### src/rtl/sclgen_pkg.sv
package sclgen_pkg;

  typedef enum logic [1:0] {
    PH_IDLE    = 2'd0,
    PH_WAIT_HI = 2'd1,
    PH_HIGH    = 2'd2,
    PH_LOW     = 2'd3
  } phase_e;

  localparam logic [2:0] RATE_TIMER = 3'b111;

  // Oscillator clocks per SCL period for the fixed codes; the table is not monotonic.
  function automatic int unsigned osc_divisor(input logic [2:0] code);
    case (code)
      3'b000:  return 256;
      3'b001:  return 224;
      3'b010:  return 192;
      3'b011:  return 160;
      3'b100:  return 960;
      3'b101:  return 120;
      3'b110:  return 60;
      default: return 0;
    endcase
  endfunction

endpackage

### src/rtl/sclgen_filter.sv
module sclgen_filter #(
  parameter int SYNC_STAGES = 2,
  parameter int FILT_LEN    = 3
) (
  input  logic clk,
  input  logic rst_n,
  input  logic line_in,
  output logic line_filt
);
  localparam int RW = $clog2(FILT_LEN + 1);

  logic [SYNC_STAGES-1:0] sync_q;
  logic                   line_sync;
  logic [RW-1:0]          run_q;
  logic                   filt_q;

  assign line_sync = sync_q[SYNC_STAGES-1];
  assign line_filt = filt_q;

  always_ff @(posedge clk or negedge rst_n) begin
    if (!rst_n) begin
      sync_q <= '1;
    end else begin
      sync_q <= {sync_q[SYNC_STAGES-2:0], line_in};
    end
  end

  // A new level must be seen FILT_LEN times in a row before it is taken.
  always_ff @(posedge clk or negedge rst_n) begin
    if (!rst_n) begin
      run_q  <= '0;
      filt_q <= 1'b1;
    end else if (line_sync == filt_q) begin
      run_q <= '0;
    end else if (run_q == RW'(FILT_LEN - 1)) begin
      run_q  <= '0;
      filt_q <= line_sync;
    end else begin
      run_q <= run_q + 1'b1;
    end
  end

  generate
    if (FILT_LEN == 3) begin : g_chk3
      AST_FILT_HELD: assert property (@(posedge clk) disable iff (!rst_n)
        (filt_q != $past(filt_q)) |->
          ($past(line_sync, 1) == filt_q && $past(line_sync, 2) == filt_q &&
           $past(line_sync, 3) == filt_q));
    end
  endgenerate

endmodule

### src/rtl/sclgen_rate.sv
module sclgen_rate
  import sclgen_pkg::*;
#(
  parameter int TMR_TICKS = 96,
  parameter int CNT_W     = 10
) (
  input  logic [2:0]       code,
  input  logic             tmr_ovf,
  output logic             tick,
  output logic [CNT_W-1:0] half_cnt
);
  localparam int TMR_HALF = TMR_TICKS / 2;

  always_comb begin
    if (code == RATE_TIMER) begin
      tick     = tmr_ovf;
      half_cnt = CNT_W'(TMR_HALF);
    end else begin
      tick     = 1'b1;
      half_cnt = CNT_W'(osc_divisor(code) >> 1);
    end
  end

endmodule

### src/rtl/sclgen_phase.sv
module sclgen_phase
  import sclgen_pkg::*;
#(
  parameter int CNT_W    = 10,
  parameter int MIN_LOW  = 16,
  parameter int MIN_HIGH = 14
) (
  input  logic             clk,
  input  logic             rst_n,
  input  logic             en,
  input  logic             tick,
  input  logic [CNT_W-1:0] half_cnt,
  input  logic             scl_filt,
  output logic             drive_low,
  output logic             rise_stb,
  output logic             fall_stb
);
  localparam int RUN_W = CNT_W + 1;

  phase_e           state_q;
  logic [CNT_W-1:0] cnt_q;
  logic [RUN_W-1:0] lowrun_q, hirun_q;
  logic             cnt_last, lo_done, hi_done, hi_start;

  // ">=" lets a phase end at once if the code shrinks mid-phase.
  assign cnt_last  = (RUN_W'(cnt_q) + RUN_W'(1)) >= RUN_W'(half_cnt);
  assign lo_done   = (state_q == PH_LOW)  && tick && cnt_last;
  assign hi_done   = (state_q == PH_HIGH) && tick && cnt_last;
  assign hi_start  = (state_q == PH_WAIT_HI) && scl_filt;
  assign drive_low = (state_q == PH_LOW);

  always_ff @(posedge clk or negedge rst_n) begin
    if (!rst_n) begin
      state_q  <= PH_IDLE;
      cnt_q    <= '0;
      rise_stb <= 1'b0;
      fall_stb <= 1'b0;
    end else begin
      rise_stb <= 1'b0;
      fall_stb <= 1'b0;
      if (!en) begin
        state_q <= PH_IDLE;
        cnt_q   <= '0;
      end else begin
        case (state_q)
          PH_IDLE: begin
            state_q <= PH_WAIT_HI;
            cnt_q   <= '0;
          end
          PH_WAIT_HI: begin
            if (hi_start) begin
              state_q  <= PH_HIGH;
              cnt_q    <= '0;
              rise_stb <= 1'b1;
            end
          end
          PH_HIGH: begin
            if (hi_done) begin
              state_q  <= PH_LOW;
              cnt_q    <= '0;
              fall_stb <= 1'b1;
            end else if (tick) begin
              cnt_q <= cnt_q + 1'b1;
            end
          end
          default: begin
            if (lo_done) begin
              state_q <= PH_WAIT_HI;
              cnt_q   <= '0;
            end else if (tick) begin
              cnt_q <= cnt_q + 1'b1;
            end
          end
        endcase
      end
    end
  end

  // Clock-based run lengths of each phase, kept for the width checks.
  always_ff @(posedge clk or negedge rst_n) begin
    if (!rst_n) begin
      lowrun_q <= '0;
      hirun_q  <= '0;
    end else begin
      lowrun_q <= (state_q == PH_LOW)  ? ((&lowrun_q) ? lowrun_q : lowrun_q + 1'b1) : '0;
      hirun_q  <= (state_q == PH_HIGH) ? ((&hirun_q)  ? hirun_q  : hirun_q  + 1'b1) : '0;
    end
  end

  AST_IDLE_RELEASED: assert property (@(posedge clk) disable iff (!rst_n)
    !en |=> (!drive_low && !rise_stb && !fall_stb));
  AST_RISE_AFTER_HIGH: assert property (@(posedge clk) disable iff (!rst_n)
    rise_stb |-> $past(scl_filt));
  AST_RISE_SINGLE: assert property (@(posedge clk) disable iff (!rst_n)
    rise_stb |=> !rise_stb);
  AST_FALL_SINGLE: assert property (@(posedge clk) disable iff (!rst_n)
    fall_stb |=> !fall_stb);
  AST_STB_EXCLUSIVE: assert property (@(posedge clk) disable iff (!rst_n)
    !(rise_stb && fall_stb));
  AST_FALL_WITH_LOW: assert property (@(posedge clk) disable iff (!rst_n)
    $rose(drive_low) |-> fall_stb);
  AST_LOW_MIN: assert property (@(posedge clk) disable iff (!rst_n)
    lo_done |-> (lowrun_q >= RUN_W'(MIN_LOW - 1)));
  AST_HIGH_MIN: assert property (@(posedge clk) disable iff (!rst_n)
    hi_done |-> (hirun_q >= RUN_W'(MIN_HIGH - 1)));

endmodule

### src/rtl/i2c_scl_rategen.sv
module i2c_scl_rategen #(
  parameter int TMR_TICKS   = 96,
  parameter int MAX_OSC_DIV = 960,
  parameter int FILT_LEN    = 3,
  parameter int SYNC_STAGES = 2,
  parameter int MIN_LOW     = 16,
  parameter int MIN_HIGH    = 14
) (
  input  logic       clk,
  input  logic       rst_n,
  input  logic [7:0] ctl_byte,
  input  logic       tmr_ovf,
  input  logic       scl_in,
  input  logic       sda_in,
  output logic       scl_drive_low,
  output logic       scl_filt,
  output logic       sda_filt,
  output logic       scl_rise_stb,
  output logic       scl_fall_stb
);
  localparam int CNT_W   = $clog2(MAX_OSC_DIV);
  localparam int EN_BIT  = 6;
  localparam int RC2_BIT = 7;
  localparam int RC1_BIT = 1;
  localparam int RC0_BIT = 0;
  localparam int N_LINES = 2;

  logic [2:0]         rate_code;
  logic               gen_en, tick;
  logic [CNT_W-1:0]   half_cnt;
  logic [N_LINES-1:0] raw_lines, filt_lines;

  assign rate_code = {ctl_byte[RC2_BIT], ctl_byte[RC1_BIT], ctl_byte[RC0_BIT]};
  assign gen_en    = ctl_byte[EN_BIT];
  assign raw_lines = {sda_in, scl_in};
  assign scl_filt  = filt_lines[0];
  assign sda_filt  = filt_lines[1];

  for (genvar g = 0; g < N_LINES; g++) begin : g_line
    sclgen_filter #(.SYNC_STAGES(SYNC_STAGES), .FILT_LEN(FILT_LEN)) u_filt (
      .clk      (clk),
      .rst_n    (rst_n),
      .line_in  (raw_lines[g]),
      .line_filt(filt_lines[g])
    );
  end

  sclgen_rate #(.TMR_TICKS(TMR_TICKS), .CNT_W(CNT_W)) u_rate (
    .code    (rate_code),
    .tmr_ovf (tmr_ovf),
    .tick    (tick),
    .half_cnt(half_cnt)
  );

  sclgen_phase #(.CNT_W(CNT_W), .MIN_LOW(MIN_LOW), .MIN_HIGH(MIN_HIGH)) u_phase (
    .clk      (clk),
    .rst_n    (rst_n),
    .en       (gen_en),
    .tick     (tick),
    .half_cnt (half_cnt),
    .scl_filt (scl_filt),
    .drive_low(scl_drive_low),
    .rise_stb (scl_rise_stb),
    .fall_stb (scl_fall_stb)
  );

endmodule

### config.mk
export PLATFORM = sky130hd
export DESIGN_NAME = i2c_scl_rategen
export DESIGN_NICKNAME = d
export VERILOG_FILES = /design/src/rtl/sclgen_pkg.sv /design/src/rtl/sclgen_filter.sv /design/src/rtl/sclgen_rate.sv /design/src/rtl/sclgen_phase.sv /design/src/rtl/i2c_scl_rategen.sv
export SDC_FILE = /design/constraint.sdc
export NUM_CORES = 1
export LEC_CHECK = 0
export BUFFER_PORTS_ARGS = -buffer_cell sky130_fd_sc_hd__buf_2
export CAP_MARGIN = 25
export CORE_MARGIN = 2
export CORE_UTILIZATION = 51
export DETAILED_ROUTE_END_ITERATION = 6
export PLACE_DENSITY = 0.74
export RECOVER_POWER = 100
export SLEW_MARGIN = 25
export SYNTH_ARGS = -nofsm -noshare
export SYNTH_HDL_FRONTEND = slang
export SYNTH_SLANG_ARGS = --single-unit
### constraint.sdc
create_clock -name clk -period 2.25 [get_ports clk]
set_input_delay 0.225 -clock clk [delete_from_list [all_inputs] [get_ports clk]]
set_output_delay 0.225 -clock clk [all_outputs]
set_load 0.01 [all_outputs]
==> results.cfg <==
[worst_setup_path]
slowest_stage = dfrtp_1
reg2reg_slack_ns = -0.12
critPathMaxStageDelay_ns = 0.38
critPathRequiredTime_ns = 2.48
end_kind = register
cp_cell_sequence = and3_4, and2_4, nand4_1, xnor2_2, ha_2, nand2b_4, o41ai_4, o21ai_4, a21bo_1, a32o_1
cp.arrival_ns = 2.59
cp_max_fo = 3
critPathLaunchType = register
path_buf_inv = 0
path_class = reg2reg
crit_family = compound AO/OA/AOI/OAI gates

[clock_network]
h-tree-depth = 1
cts_tree = built
cts.sinks = 24
clock_latency_ns = 0.33
cts_made_buffers = 3
clk_pin_slew_ns = 0.13
cts_root_buffer = clkbuf_4
cts_buffer_depth = 2

[sta]
rsz0062_at_grt = true
skew_ns = 0.00493
slew_viol_final = 0
fin_ws_ns = -0.117
maxSlewHeadroom_pct = 14.8
max_freq_mhz = 423
period_needed_ns = 2.37
finalCritPeriodShare_pct = 105
tightest_slew_ns = 1.28
tns_ns = -0.759
setup_viol = 11
hold_viol_final = 0

[routing]
ant_nets = 0
wire_per_inst_um = 15.1
first_iter_violations = 30
viasPerCell = 5.63
finalWirelength_um = 2990
num_vias = 1114
drt_pass1_iterations = 4
remaining_drc_errors = 0

[die]
die_area_um2 = 3230
pin_count = 18
die_y_um = 56.8
core-area_um2 = 2710
num_rows = 19
initial_core_util_pct = 52.5
die_w_um = 56.8

[power_and_ir_drop]
p_leak_nw = 0.849
ir_worst_vdd_mv = 0.688
p_per_area_nw_per_um2 = 718

[synth]
yosys.cell_types.count = 39
syn_area_per_cell_um2 = 10.4
yosysMostFrequentCell = dfrtp_1
yosysWarnings = 0
synth_edf_count = 0
synth-seq-cells = 24
yosys-top-cells-count = 18 x dfrtp_1, 14 x ha_1, 12 x nand2_1, 8 x nor2_1
synth-main-ff-cell = dfrtp_1
synthArstFlopShare_pct = 100
netlist_instances = 137
synth.net_count = 164
yosysTopAreaCell = dfrtp_1
synth_top_area_share_pct = 31.6
yosys-top-cells-area = dfrtp_1 32%, ha_1 12%, dfstp_2 11%
yosysSeqAreaShare_pct = 42.7
netlist_area_um2 = 1420

[global_route]
grt_max_degree = 25
grt_pass1_wl_um = 5040
antenna_found_initial = 0
grt_usage_pct = 20.3
overflow = 0
grt_pass1_vias = 1110

[finish]
final_nets = 195
n_antenna_cell = 0
fill_cells = 214
design_area_um2 = 1870
syn2layout_area_growth_pct = 31.5
final_util_pct = 69.1
layout-drive-gt1-share_pct = 34.7

[outcome]
status = finished with violations
violations = setup timing

[placed_design]
dp_hpwl_um = 1990
io_buffers = 13
dpl-instance-area_um2 = 1640
gp_congestion = 0.841

[run]
max_cap_viol_count = 0

[hold_path]
hold_class = in2reg
area by class of cell:
cell class	instances	area, um^2	area share, %
clock buffer	3	22.5	1.20
clock inverter	1	30.0	1.60
sequential	24	609	32.6
tap	31	38.8	2.07
inverter	4	15.0	0.802
timing repair buffer	29	185	9.89
multi-input combinational	106	971	51.9
registers in the layout, summed over array words and instances, names as in the netlist:
register,count
u_phase.cnt_q,10
g_line.u_filt.run_q,4
g_line.u_filt.sync_q,4
g_line.u_filt.line_filt,2
u_phase.state_q,2
u_phase.fall_stb,1
u_phase.rise_stb,1
final timing paths:
path                                            start                    endpoint  depth (start not counted)
max in group asynchronous                       rst_n            u_phase.cnt_q[0]                          2
setup reg to reg                     u_phase.cnt_q[2]          u_phase.state_q[1]                         10
min in group asynchronous                       rst_n   g_line[1].u_filt.run_q[0]                          2
hold reg to reg            g_line[0].u_filt.sync_q[0]  g_line[0].u_filt.sync_q[1]                          0
hold / removal                            ctl_byte[6]          u_phase.state_q[0]                          3
setup / recovery                     u_phase.cnt_q[2]          u_phase.state_q[1]                         10
repair_timing:
item | 4_1_cts | 5_1_grt
gates resized for setup | 8 | 9
setup buffers | 4 | 1
pin swaps | 13 | 5
cloned | 1 | 0
endpoints found under the hold margin | 20 | 0
hold buffers | 3 | 0
setup endpoints to repair | 11 | 12
cells by family after synthesis:
kind of cell / after synthesis / share of synthesized area, %
buf+inv: 8 / 2.11
compound gates: 26 / 14.3
mux: 4 / 3.08
fa+ha+maj: 14 / 12.3
simple gates: 51 / 19.3
flops: 24 / 42.7
xor+xnor: 10 / 6.15
cells in the final DEF (no fill, tap or decap), drive strengths merged, types with 2 or more instances in the layout:
cell          n
a21bo         2
a21oi         4
a22o          6
and2          3
and3          4
buf          20
clkbuf        9
dfrtp        18
dfstp         6
dlygate4sd3   3
ha           14
inv           4
mux2          3
nand2        12
nand2b        3
nand3         5
nand4         3
nor2          8
nor2b         3
nor3          2
nor3b         2
o211a         2
o21ai         7
or2           2
xnor2         6
xor2          4
stage by stage:
stage	power (mW)	hold WS (ns)	cells	setup WS, ns
finish	1.34	0.209	198	-0.117
floorplan	0.876	-0.0706	137	-0.0242
global placement	0.962	0.225	185	-0.0661
detailed placement	0.990	0.233	185	-0.188
CTS	1.33	0.204	197	-0.0795
global route	1.42	0.234	198	-0.208
power by group:
| group | internal [mW] | switching, mW |
|---|---|---|
| sequential | 0.520 | 0.0665 |
| combinational | 0.210 | 0.233 |
| clock | 0.180 | 0.134 |
tightest hold or removal path, delay by kind of cell:
kind                   cells  cell delay [ns]
buffers and inverters      1             0.14
multiplexers               1             0.06
AND/OR/NAND/NOR            1             0.07
per-layer routing:
layer  routed length [um]  GRT usage, %  share of wire (%)  up-vias
li1                     -             -                  -      551
met1                 1350          25.8                 45      531
met2                 1460          32.4                 49       21
met3                   68          3.00                2.3       11
met4                  114          12.6                3.8        0
met5                    0             0                  0        -
Note: power is estimated with default switching activity, not from simulation.
